[config.mk]
export PLATFORM = sky130hd
export DESIGN_NAME = dac_bus_frontend
export DESIGN_NICKNAME = d
export VERILOG_FILES = /design/src/rtl/dac_if_pkg.sv /design/src/rtl/dac_ctrl_decode.sv /design/src/rtl/dac_latch_pair.sv /design/src/rtl/dac_code_map.sv /design/src/rtl/dac_bus_frontend.sv
export SDC_FILE = /design/constraint.sdc
export NUM_CORES = 1
export LEC_CHECK = 0
export BUFFER_PORTS_ARGS = -buffer_cell sky130_fd_sc_hd__buf_2
export CORE_MARGIN = 5
export CORE_UTILIZATION = 51
export CTS_BUF_LIST = sky130_fd_sc_hd__clkbuf_2 sky130_fd_sc_hd__clkbuf_4 sky130_fd_sc_hd__clkbuf_8
export DETAILED_ROUTE_END_ITERATION = 6
export PLACE_DENSITY = 0.81
export SETUP_SLACK_MARGIN = 0.3
export SLEW_MARGIN = 30
export SYNTH_ARGS = -nofsm -noshare
export SYNTH_HDL_FRONTEND = slang
export SYNTH_SLANG_ARGS = --single-unit
[constraint.sdc]
create_clock -name clk -period 1.2 [get_ports clk]
set_input_delay 0.3 -clock clk [delete_from_list [all_inputs] [get_ports clk]]
set_output_delay 0.3 -clock clk [all_outputs]
set_load 0.1 [all_outputs]
[src/rtl/dac_if_pkg.sv]
package dac_if_pkg;
    typedef enum logic [1:0] {
        OP_HOLD     = 2'd0,
        OP_LOAD_IN  = 2'd1,
        OP_LOAD_CNV = 2'd2,
        OP_PASS     = 2'd3
    } latch_op_e;
endpackage

[src/rtl/dac_ctrl_decode.sv]
module dac_ctrl_decode
    import dac_if_pkg::*;
(
    input  logic      wr_n,
    input  logic      sel_in_n,
    input  logic      sel_cnv_n,
    output latch_op_e op
);
    always_comb begin
        unique case ({wr_n, sel_in_n, sel_cnv_n})
            3'b000:  op = OP_PASS;
            3'b001:  op = OP_LOAD_IN;
            3'b010:  op = OP_LOAD_CNV;
            default: op = OP_HOLD;
        endcase
    end
endmodule

[src/rtl/dac_latch_pair.sv]
module dac_latch_pair
    import dac_if_pkg::*;
#(
    parameter int DATA_W = 16,
    parameter logic [DATA_W-1:0] CLR_WORD = '0
) (
    input  logic              clk,
    input  logic              rst_n,
    input  logic              clr_n,
    input  latch_op_e         op,
    input  logic [DATA_W-1:0] bus_data,
    output logic [DATA_W-1:0] stage_q,
    output logic [DATA_W-1:0] cnv_q
);
    logic arst_n;
    assign arst_n = rst_n & clr_n;

    always_ff @(posedge clk or negedge arst_n) begin
        if (!arst_n) begin
            stage_q <= CLR_WORD;
            cnv_q   <= CLR_WORD;
        end else begin
            unique case (op)
                OP_LOAD_IN:  stage_q <= bus_data;
                OP_LOAD_CNV: cnv_q   <= stage_q;
                OP_PASS: begin
                    stage_q <= bus_data;
                    cnv_q   <= bus_data;
                end
                default: ;
            endcase
        end
    end

    p_load_in_r2: assert property (@(posedge clk) disable iff (!arst_n)
        op == OP_LOAD_IN |=> stage_q == $past(bus_data) && $stable(cnv_q));
    p_load_cnv_r3: assert property (@(posedge clk) disable iff (!arst_n)
        op == OP_LOAD_CNV |=> cnv_q == $past(stage_q) && $stable(stage_q));
    p_hold_r4: assert property (@(posedge clk) disable iff (!arst_n)
        op == OP_HOLD |=> $stable(cnv_q) && $stable(stage_q));
    p_pass_r5: assert property (@(posedge clk) disable iff (!arst_n)
        op == OP_PASS |=> cnv_q == $past(bus_data) && stage_q == $past(bus_data));
    p_clear_r6: assert property (@(posedge clk) disable iff (!rst_n)
        !clr_n |-> cnv_q == CLR_WORD && stage_q == CLR_WORD);
endmodule

[src/rtl/dac_code_map.sv]
module dac_code_map #(
    parameter int DATA_W = 16
) (
    input  logic              clk,
    input  logic              rst_n,
    input  logic              clr_n,
    input  logic [DATA_W-1:0] cnv_q,
    output logic [DATA_W-1:0] core_code,
    output logic              code_changed
);
    localparam int MSB = DATA_W - 1;

    logic [DATA_W-1:0] prev_q;

    always_ff @(posedge clk or negedge rst_n) begin
        if (!rst_n) prev_q <= '0;
        else        prev_q <= cnv_q;
    end

    assign core_code    = {~cnv_q[MSB], cnv_q[MSB-1:0]};
    assign code_changed = (cnv_q != prev_q);

    p_pulse_once_r8: assert property (@(posedge clk) disable iff (!rst_n || !clr_n)
        code_changed |=> !code_changed || $changed(core_code));
    p_pulse_quiet_r8: assert property (@(posedge clk) disable iff (!rst_n || !clr_n)
        $stable(core_code) |-> !code_changed);
endmodule

[src/rtl/dac_bus_frontend.sv]
module dac_bus_frontend
    import dac_if_pkg::*;
#(
    parameter int DATA_W = 16
) (
    input  logic              clk,
    input  logic              rst_n,
    input  logic [DATA_W-1:0] bus_data,
    input  logic              wr_n,
    input  logic              sel_in_n,
    input  logic              sel_cnv_n,
    input  logic              clr_n,
    output logic [DATA_W-1:0] core_code,
    output logic              code_changed
);
    latch_op_e         op;
    logic [DATA_W-1:0] stage_q;
    logic [DATA_W-1:0] cnv_q;

    dac_ctrl_decode u_decode (
        .wr_n      (wr_n),
        .sel_in_n  (sel_in_n),
        .sel_cnv_n (sel_cnv_n),
        .op        (op)
    );

    dac_latch_pair #(.DATA_W(DATA_W), .CLR_WORD('0)) u_latches (
        .clk      (clk),
        .rst_n    (rst_n),
        .clr_n    (clr_n),
        .op       (op),
        .bus_data (bus_data),
        .stage_q  (stage_q),
        .cnv_q    (cnv_q)
    );

    dac_code_map #(.DATA_W(DATA_W)) u_map (
        .clk          (clk),
        .rst_n        (rst_n),
        .clr_n        (clr_n),
        .cnv_q        (cnv_q),
        .core_code    (core_code),
        .code_changed (code_changed)
    );

    p_msb_invert_r7: assert property (@(posedge clk) disable iff (!rst_n)
        core_code[DATA_W-1] != cnv_q[DATA_W-1]);
endmodule

After elaboration in Yosys (flattened, before gate mapping). Cells that the tools add are included.

Register bits: 48. Bits in latches: 0. Bits in writable memories: 0. Memory bits (read-only): 0. Bits of input ports: 22. Output and inout port bits: 17. Logic and storage cells: 16. Memories kept: 0.

Add/subtract/negate cells: 0. $mul: 0. Divide/modulo/power cells: 0. $lt $le $gt $ge: 0. Equal/unequal tests: 6. Shift-type cells: 0. Mux-type cells: 2. Bitwise operators: 2. Reduce and logical (&&, ||, !) cells: 3.

Operators by type and width (number): 16-bit one-hot mux with 2 select lines (1); 16-bit inequality test (1); 2-bit one-hot mux with 3 select lines (1); 2-bit == test, second input constant (2); 3-bit by 1-bit == test with 1-bit output, second input constant (1); 3-bit by 2-bit == test with 1-bit output, second input constant (1); 3-bit logical NOT (1); 2-bit by 1-bit == test with 1-bit output, second input constant (1); 2-bit nonzero test (1); 2-bit OR reduction (1); 1-bit AND (1); 1-bit NOT (1).

Depth between registers and ports, before layout. Gate-level depths: netlist of run 1.

Depth after elaboration: 4. Depth in mapped cells: 4. Depth with buffers taken out: 3.

Modules after synthesis. A second synthesis of run 1 with hierarchy kept.

Cells, all modules: 124. Area, all modules: 1979.4 sq um.

By module, submodules not included: dac_latch_pair (instances 1, cells an instance 69, area each 1283.7 sq um, seq. area each 800.8 sq um); dac_code_map (instances 1, cells an instance 53, area each 688.2 sq um, seq. area each 400.4 sq um); dac_ctrl_decode (instances 1, cells an instance 2, area each 7.5 sq um, seq. area each 0.0 sq um).

Least setup slack after synthesis of run 1. Ideal clock, no wire load.

Path type: register to output. Start point: register u_latches.cnv_q[1]. End point: output port code_changed. Data arrival time: 1.740 ns. Required time: 0.900 ns. Path slack: -0.840 ns. Cell stages (with the launch flop): 4. Path buffers: 0. Cells stage by stage: dfrtp_1 xor2_1 nor4_1 nand4_1.

Word-level cells in the longest chain between the ends: 1.

RTL lines: start, declared (line dac_latch_pair.sv:13) `output logic [DATA_W-1:0] cnv_q`; start signal, assigned (line dac_latch_pair.sv:25) `OP_LOAD_CNV: cnv_q <= stage_q;`; start signal, assigned (line dac_latch_pair.sv:28) `cnv_q <= bus_data;`; 16-bit inequality test (line dac_code_map.sv:21) `assign code_changed = (cnv_q != prev_q);`; end, declared (line dac_bus_frontend.sv:14) `output logic code_changed`.

Every way passes these cells.

Worst setup path after layout of run 1.
Start point: register u_latches.cnv_q[5]. End point: output port code_changed.

Same word-level chain as after synthesis.

==> results of run 1 <==
## report_power, final
part / leakage, uW / switching (uW) / total [uW] / internal [uW]
Sequential: 0.000584 / 227 / 2180 / 1960
Combinational: 0.000814 / 1670 / 3040 / 1370
Clock: 0.0000586 / 527 / 1170 / 641
Total: 0.00146 / 2430 / 6400 / 3970
## synthesized netlist by cell type
library cell	count
nand4_1	1
nor4_1	4
buf_6	2
mux2_2	22
nor2_4	1
buf_12	1
buf_4	15
dfrtp_1	48
xor2_1	16
mux2_4	10
and2_1	1
or2_1	1
inv_1	1
## metal layers
layer,vias up,GRT usage
met5,-,0
met4,0,0.132
met3,16,0.0477
met2,42,0.319
met1,607,0.203
li1,530,-
## repair_timing
action	in CTS	in global routing
hold buffers	1	0
hold endpoints to repair	16	0
gates resized for setup	30	20
setup endpoints to repair	33	45
pin swaps	2	0
cloned	1	0
buffers inserted	6	10
## kinds of logic after synthesis
| logic type | share of synthesized area |
|---|---|
| flops | 0.615 |
| mux | 0.204 |
| buf+inv | 0.0814 |
| xor+xnor | 0.0717 |
| simple gates | 0.0282 |
## stage by stage
step / setup TNS, ns / hold slack, ns / instances / setup WS, ns
2_1_floorplan: -3.01 / 0.00441 / 123 / -0.824
3_3_place_gp: -3.95 / 0.289 / 212 / -0.503
3_5_place_dp: -4.21 / 0.297 / 212 / -0.527
4_1_cts: -2.48 / 0.0872 / 228 / -0.759
5_1_grt: -3.32 / 0.0815 / 238 / -0.862
6_report: -2.84 / 0.0693 / 238 / -0.850
## worst register-to-register path, cell delays in order (launching register included)
cell,delay (ns)
dfrtp_1,0.42
buf_6,0.14
buf_4,0.13
mux2_4,0.26
## final cells by class
class | instances | area (sq um) | area share
clock buffers | 6 | 76.3 | 0.0258
clock inverters | 2 | 35.0 | 0.0119
inverters | 1 | 6.26 | 0.00212
multi-input cells | 56 | 699 | 0.237
flip-flops and latches | 48 | 1200 | 0.406
well taps | 48 | 60.1 | 0.0203
repair buffers | 77 | 877 | 0.297
## worst paths after layout
| check | endpoint | slack [ns] |
|---|---|---|
| setup / recovery | code_changed | -0.85 |
| max in group asynchronous | u_latches.stage_q[11] | 0.38 |
| min in group clk | u_latches.stage_q[8] | 0.24 |
| hold reg to reg | u_latches.stage_q[6] | 0.50 |
| setup reg to reg | u_latches.cnv_q[14] | 0.13 |
| hold / removal | u_latches.cnv_q[14] | 0.07 |
## flip-flops by register name (all words and copies together) (netlist names)
signal             flops
u_map.prev_q          16
u_latches.stage_q     16
u_latches.cnv_q       16
==> impl_metrics.tcl, run 1 <==
set metrics [dict create \
    status "finished with violations" \
    violations "setup timing" \
    cp_slowest_cell "dfrtp_1" \
    drt_iter0_markers 60 \
    first_pass_iters 4 \
    grt_overflow 0 \
    drtAntennaViolNets 0 \
    finalCritPeriodShare 1.71 \
    layout_common_cells "dfrtp_1, mux2_4, buf_6, buf_2, buf_12" \
    cts_tree "yes" \
    routedWlPerCell_um 19.8 \
    drv_slew 0 \
    cts_root_buffer "clkbuf_8" \
    cp_max_fo 2 \
    core_area_sq_mm 0.00369 \
    grtUsageTotal 0.188 \
    setup_viol 17 \
    p_total_uw 6400 \
    clock_latency_ns 0.30 \
    grt_max_degree 19 \
    vias 1195 \
    fin_util 0.801 \
    area_growth_pct 51.3 \
    clk_pin_slew_ns 0.09 \
    worst_pin_slew_ns 0.350 \
    crit_path_start "u_latches.cnv_q[5]" \
    antenna_cells 0 \
    leakage_uw 0.00146 \
    yosysTopAreaCellShare 0.615 \
    reg2reg_depth 3 \
    fmax_ghz 0.488 \
    yosysTopAreaCell "dfrtp_1" \
    dpl.hpwl_um 2500 \
    portBuffers 38 \
    htreeDepth 2 \
    wl_met1_um 1770 \
    powerDensity_mw_per_mm2 2160 \
    placed_cell_area_sq_mm 0.00249 \
    layout_commonest_cell "dfrtp_1" \
    crit_cells 4 \
    synth.distinct_cells 13 \
    fin_ws_ns -0.850 \
    num_io_pins 39 \
    grt_pass1_wl_um 7040 \
    grt_setup_unrepaired "yes" \
    ys_seq_area_frac 0.615 \
    netlist_area_sq_mm 0.00195 \
    cpLargestDelayFamily "simple AND/OR/NAND/NOR gates" \
    routabilityCongestion 0.795 \
    row_count 22 \
    fillers 192 \
    synth-seq-cells 48 \
    grt_pass1_vias 1307 \
    cp_slowest_stage_delay_ns 0.42 \
    synthCells 123 \
    min_period_ns 2.05 \
    finClkSkew_ns 0.00383 \
    synth_nets 145 \
    clock_sinks 48 \
    ys_warn_count 0 \
    endpoint_kind "output port" \
    irDropWorstVdd_mv 1.23 \
    start_util 0.530 \
    drc 0 \
    path_cells "xor2_1 > nor4_2 > nand4_1 > buf_6" \
    fp.dieArea_sq_mm 0.00517 \
    wl_met3_um 237 \
    relSlewSlack 0.765 \
    arrival_ns 1.75 \
    maxCapViolations 0 \
    vias_per_cell 5.02 \
    nets 211 \
    clock_path_buffers 2 \
    min_path_type "input pin to asynchronous set/reset pin" \
    synth_area_leaders "dfrtp_1, mux2_2, mux2_4" \
    maxUsedRoutingLayer "met4" \
    grt_antenna_before_repair 0 \
    start_kind "flop" \
    rr_startpoint "u_latches.cnv_q[14]" \
    crit_type "flop to output port" \
    die_w_um 71.9 \
    critical_path_buf_inv_count 1 \
    layout-drive-gt1-share 0.647 \
    finalHoldViolCount 0 \
    cts_buffers 5 \
    die_h_um 71.9 \
    crit_required_ns 0.90 \
    postRouteWirelength_um 4720 \
    avgSynthCellArea_sq_um 15.9 \
    fin_area_sq_mm 0.00296 \
    wl_met2_um 2460 \
]
(Power assumes the default switching activity.)
==> run 2, diff against run 1 <==
Settings changed: ABC_AREA set to 1, CORE_UTILIZATION 51 to 52.
==> run 2 against run 1 <==
Against the previous run:
- the run still ends with setup timing left
- worst setup slack gained 0.13 ns
- critical path depth grew 4
- cell area grew 11%
- first-iteration DRC count grew 20%
- synthesized cell count grew 110%
- global-route usage grew 3.1 points
- largest cell class unchanged
- highest routed layer unchanged
==> impl_metrics.tcl, run 2 <==
set metrics [dict create \
    status "finished with violations" \
    violations "setup timing" \
    routabilityCongestion 0.719 \
    irDropWorstVdd_mv 1.05 \
    drv_slew 0 \
    finalHoldViolCount 0 \
    cpMostUsedCell "nand2_1" \
    min_path_type "input pin to asynchronous set/reset pin" \
    use_met3 0.0459 \
    fp.dieArea_sq_mm 0.00554 \
    synth_area_leaders "dfrtp_1, nand2_1, inv_1" \
    fmax_ghz 0.522 \
    synthFlopType "dfrtp_1" \
    die_w_um 74.4 \
    synth-seq-cells 48 \
    grt_pass1_vias 1995 \
    synthCells 258 \
    cts_root_buffer "clkbuf_8" \
    grt_overflow 0 \
    grt_antenna_before_repair 0 \
    finClkSkew_ns 0.00572 \
    crit_type "flop to output port" \
    vias 1924 \
    area_growth_pct 52.1 \
    critical_path_buf_inv_count 2 \
    path_cells "clkinvlp_4 > nand2_1 > nand2_1 > nor2_1 > nand2_1 > nor2_2 > nand2_4 > buf_12" \
    drc 0 \
    cp_slowest_stage_delay_ns 0.43 \
    multi_input_area_sq_um 774 \
    synth-edff-count 0 \
    drtAntennaViolNets 0 \
    clock_latency_ns 0.31 \
    ys_seq_area_frac 0.557 \
    worst_pin_slew_ns 0.239 \
    leakage_uw 0.00176 \
    first_pass_iters 5 \
    postRouteWirelength_um 5840 \
    routedWlPerCell_um 15.3 \
    netlist_area_sq_mm 0.00216 \
    fin_ws_ns -0.716 \
    p_int_uw 3240 \
    whs_ns 0.0509 \
    pre_cts_ws_ns -0.448 \
    synth_most_common_cell "nand2_1" \
    drt_iter0_markers 72 \
    regArea_sq_mm 0.00120 \
    endpoint_kind "output port" \
    seqPwrFrac 0.389 \
    yosysTopAreaCell "dfrtp_1" \
    finalCritPeriodShare 1.60 \
    gr-usage-met2 0.391 \
    yosysTopAreaCellShare 0.557 \
    start_util 0.540 \
    clk_pin_slew_ns 0.09 \
    layout_commonest_cell "nand2_1" \
    min_period_ns 1.92 \
    yosys-top-cells-count "nand2_1, dfrtp_1, inv_1" \
    layout_common_cells "nand2_1, dfrtp_1, inv_1, buf_6, buf_2" \
    htreeDepth 2 \
    cts_buffers 5 \
    die_h_um 74.4 \
    grt_pass1_wl_um 8980 \
    antenna_cells 0 \
    vias_per_cell 5.02 \
    dpl.hpwl_um 3310 \
    p_switching_uw 1980 \
    placed_cell_area_sq_mm 0.00284 \
    grtUsageTotal 0.219 \
    clock_sinks 48 \
    clock_path_buffers 2 \
    grt_max_degree 33 \
    row_count 23 \
    ys_warn_count 0 \
    grt-busiest-layer "met2" \
    start_kind "flop" \
    async_flop_share 1.00 \
    fin_area_sq_mm 0.00328 \
    clock_power_share 0.179 \
    grtUsageMet1 0.246 \
    fillers 217 \
    cts_tree "yes" \
    nets 355 \
    cp_max_fo 3 \
    core_area_sq_mm 0.00400 \
    portBuffers 38 \
    relSlewSlack 0.841 \
    layout-drive-gt1-share 0.429 \
    p_total_uw 5220 \
    maxCapViolations 0 \
    combPwrFrac 0.432 \
    num_io_pins 39 \
    synth_nets 280 \
    crit_required_ns 0.90 \
    arrival_ns 1.62 \
    cp_slowest_cell "dfrtp_2" \
    top_regs "u_latches.cnv_q (16), u_latches.stage_q (16), u_map.prev_q (16)" \
    grt_setup_unrepaired "yes" \
    setup_viol 17 \
    powerDensity_mw_per_mm2 1590 \
    synth.distinct_cells 12 \
    netSwitchingFraction 0.379 \
    avgSynthCellArea_sq_um 8.37 \
    cpLargestDelayFamily "simple AND/OR/NAND/NOR gates" \
]
-- run 2: power by group through the flow --
stage                     combinational [uW]  sequential, uW  clock [uW]
after floorplan                         1420            2060           0
after global placement                  1840            2010           0
after detailed placement                1890            2030           0
after CTS                               2070            2010         935
after global routing                    2380            2050        1010
final                                   2250            2030         933
-- run 2: cells by family after synthesis --
group,count (synthesis),share of synthesized area
simple gates,114,0.218
buf+inv,64,0.151
flops,48,0.557
compound gates,32,0.0742
-- run 2: worst paths after layout --
kind                                            from                    end  slack, ns  cells after the start
worst max-delay path             u_latches.cnv_q[15]           code_changed      -0.72                      8
worst min-delay path                           clr_n     u_latches.cnv_q[4]       0.05                      4
worst max register to register    u_latches.cnv_q[1]     u_latches.cnv_q[1]       0.12                      5
worst min register to register  u_latches.stage_q[8]   u_latches.stage_q[8]       0.48                      2
max in group asynchronous                      rst_n    u_latches.cnv_q[15]       0.38                      5
min in group clk                        bus_data[11]  u_latches.stage_q[11]       0.21                      3
-- run 2: per-stage QoR --
step,cells,setup TNS [ns],util
3_3_place_gp,356,-1.35,0.709
4_1_cts,374,-3.01,0.781
3_5_place_dp,356,-2.00,0.709
5_1_grt,383,-4.05,0.820
6_report,383,-3.57,0.820
2_1_floorplan,258,-0.626,-
-- run 2: routing by layer --
layer | vias up | share of wire
met2 | 67 | 0.55
met3 | 18 | 0.052
met4 | 0 | 0.029
li1 | 922 | -
met1 | 917 | 0.37
met5 | - | 0
-- run 2: timing repair --
| action | in CTS | in global routing |
|---|---|---|
| pin swaps | 8 | 8 |
| endpoints found under the setup margin | 37 | 29 |
| buffers inserted | 10 | 9 |
| hold buffers | 1 | 0 |
| resized for setup | 31 | 29 |
| endpoints found under the hold margin | 16 | 0 |
-- run 2: worst register-to-register path, stage by stage, from the launching register on --
cell and delay [ns]:
dfrtp_1 0.44, buf_4 0.16, buf_6 0.11, buf_6 0.11
o21ai_2 0.12, inv_2 0.05
-- run 2: layout make-up --
cell class | count | share of cell area
Clock buffer | 6 | 0.0233
Clock inverter | 1 | 0.00152
Inverter | 42 | 0.0503
Multi-Input combinational cell | 146 | 0.236
Sequential cell | 48 | 0.366
Tap cell | 50 | 0.0191
Timing Repair Buffer | 90 | 0.303
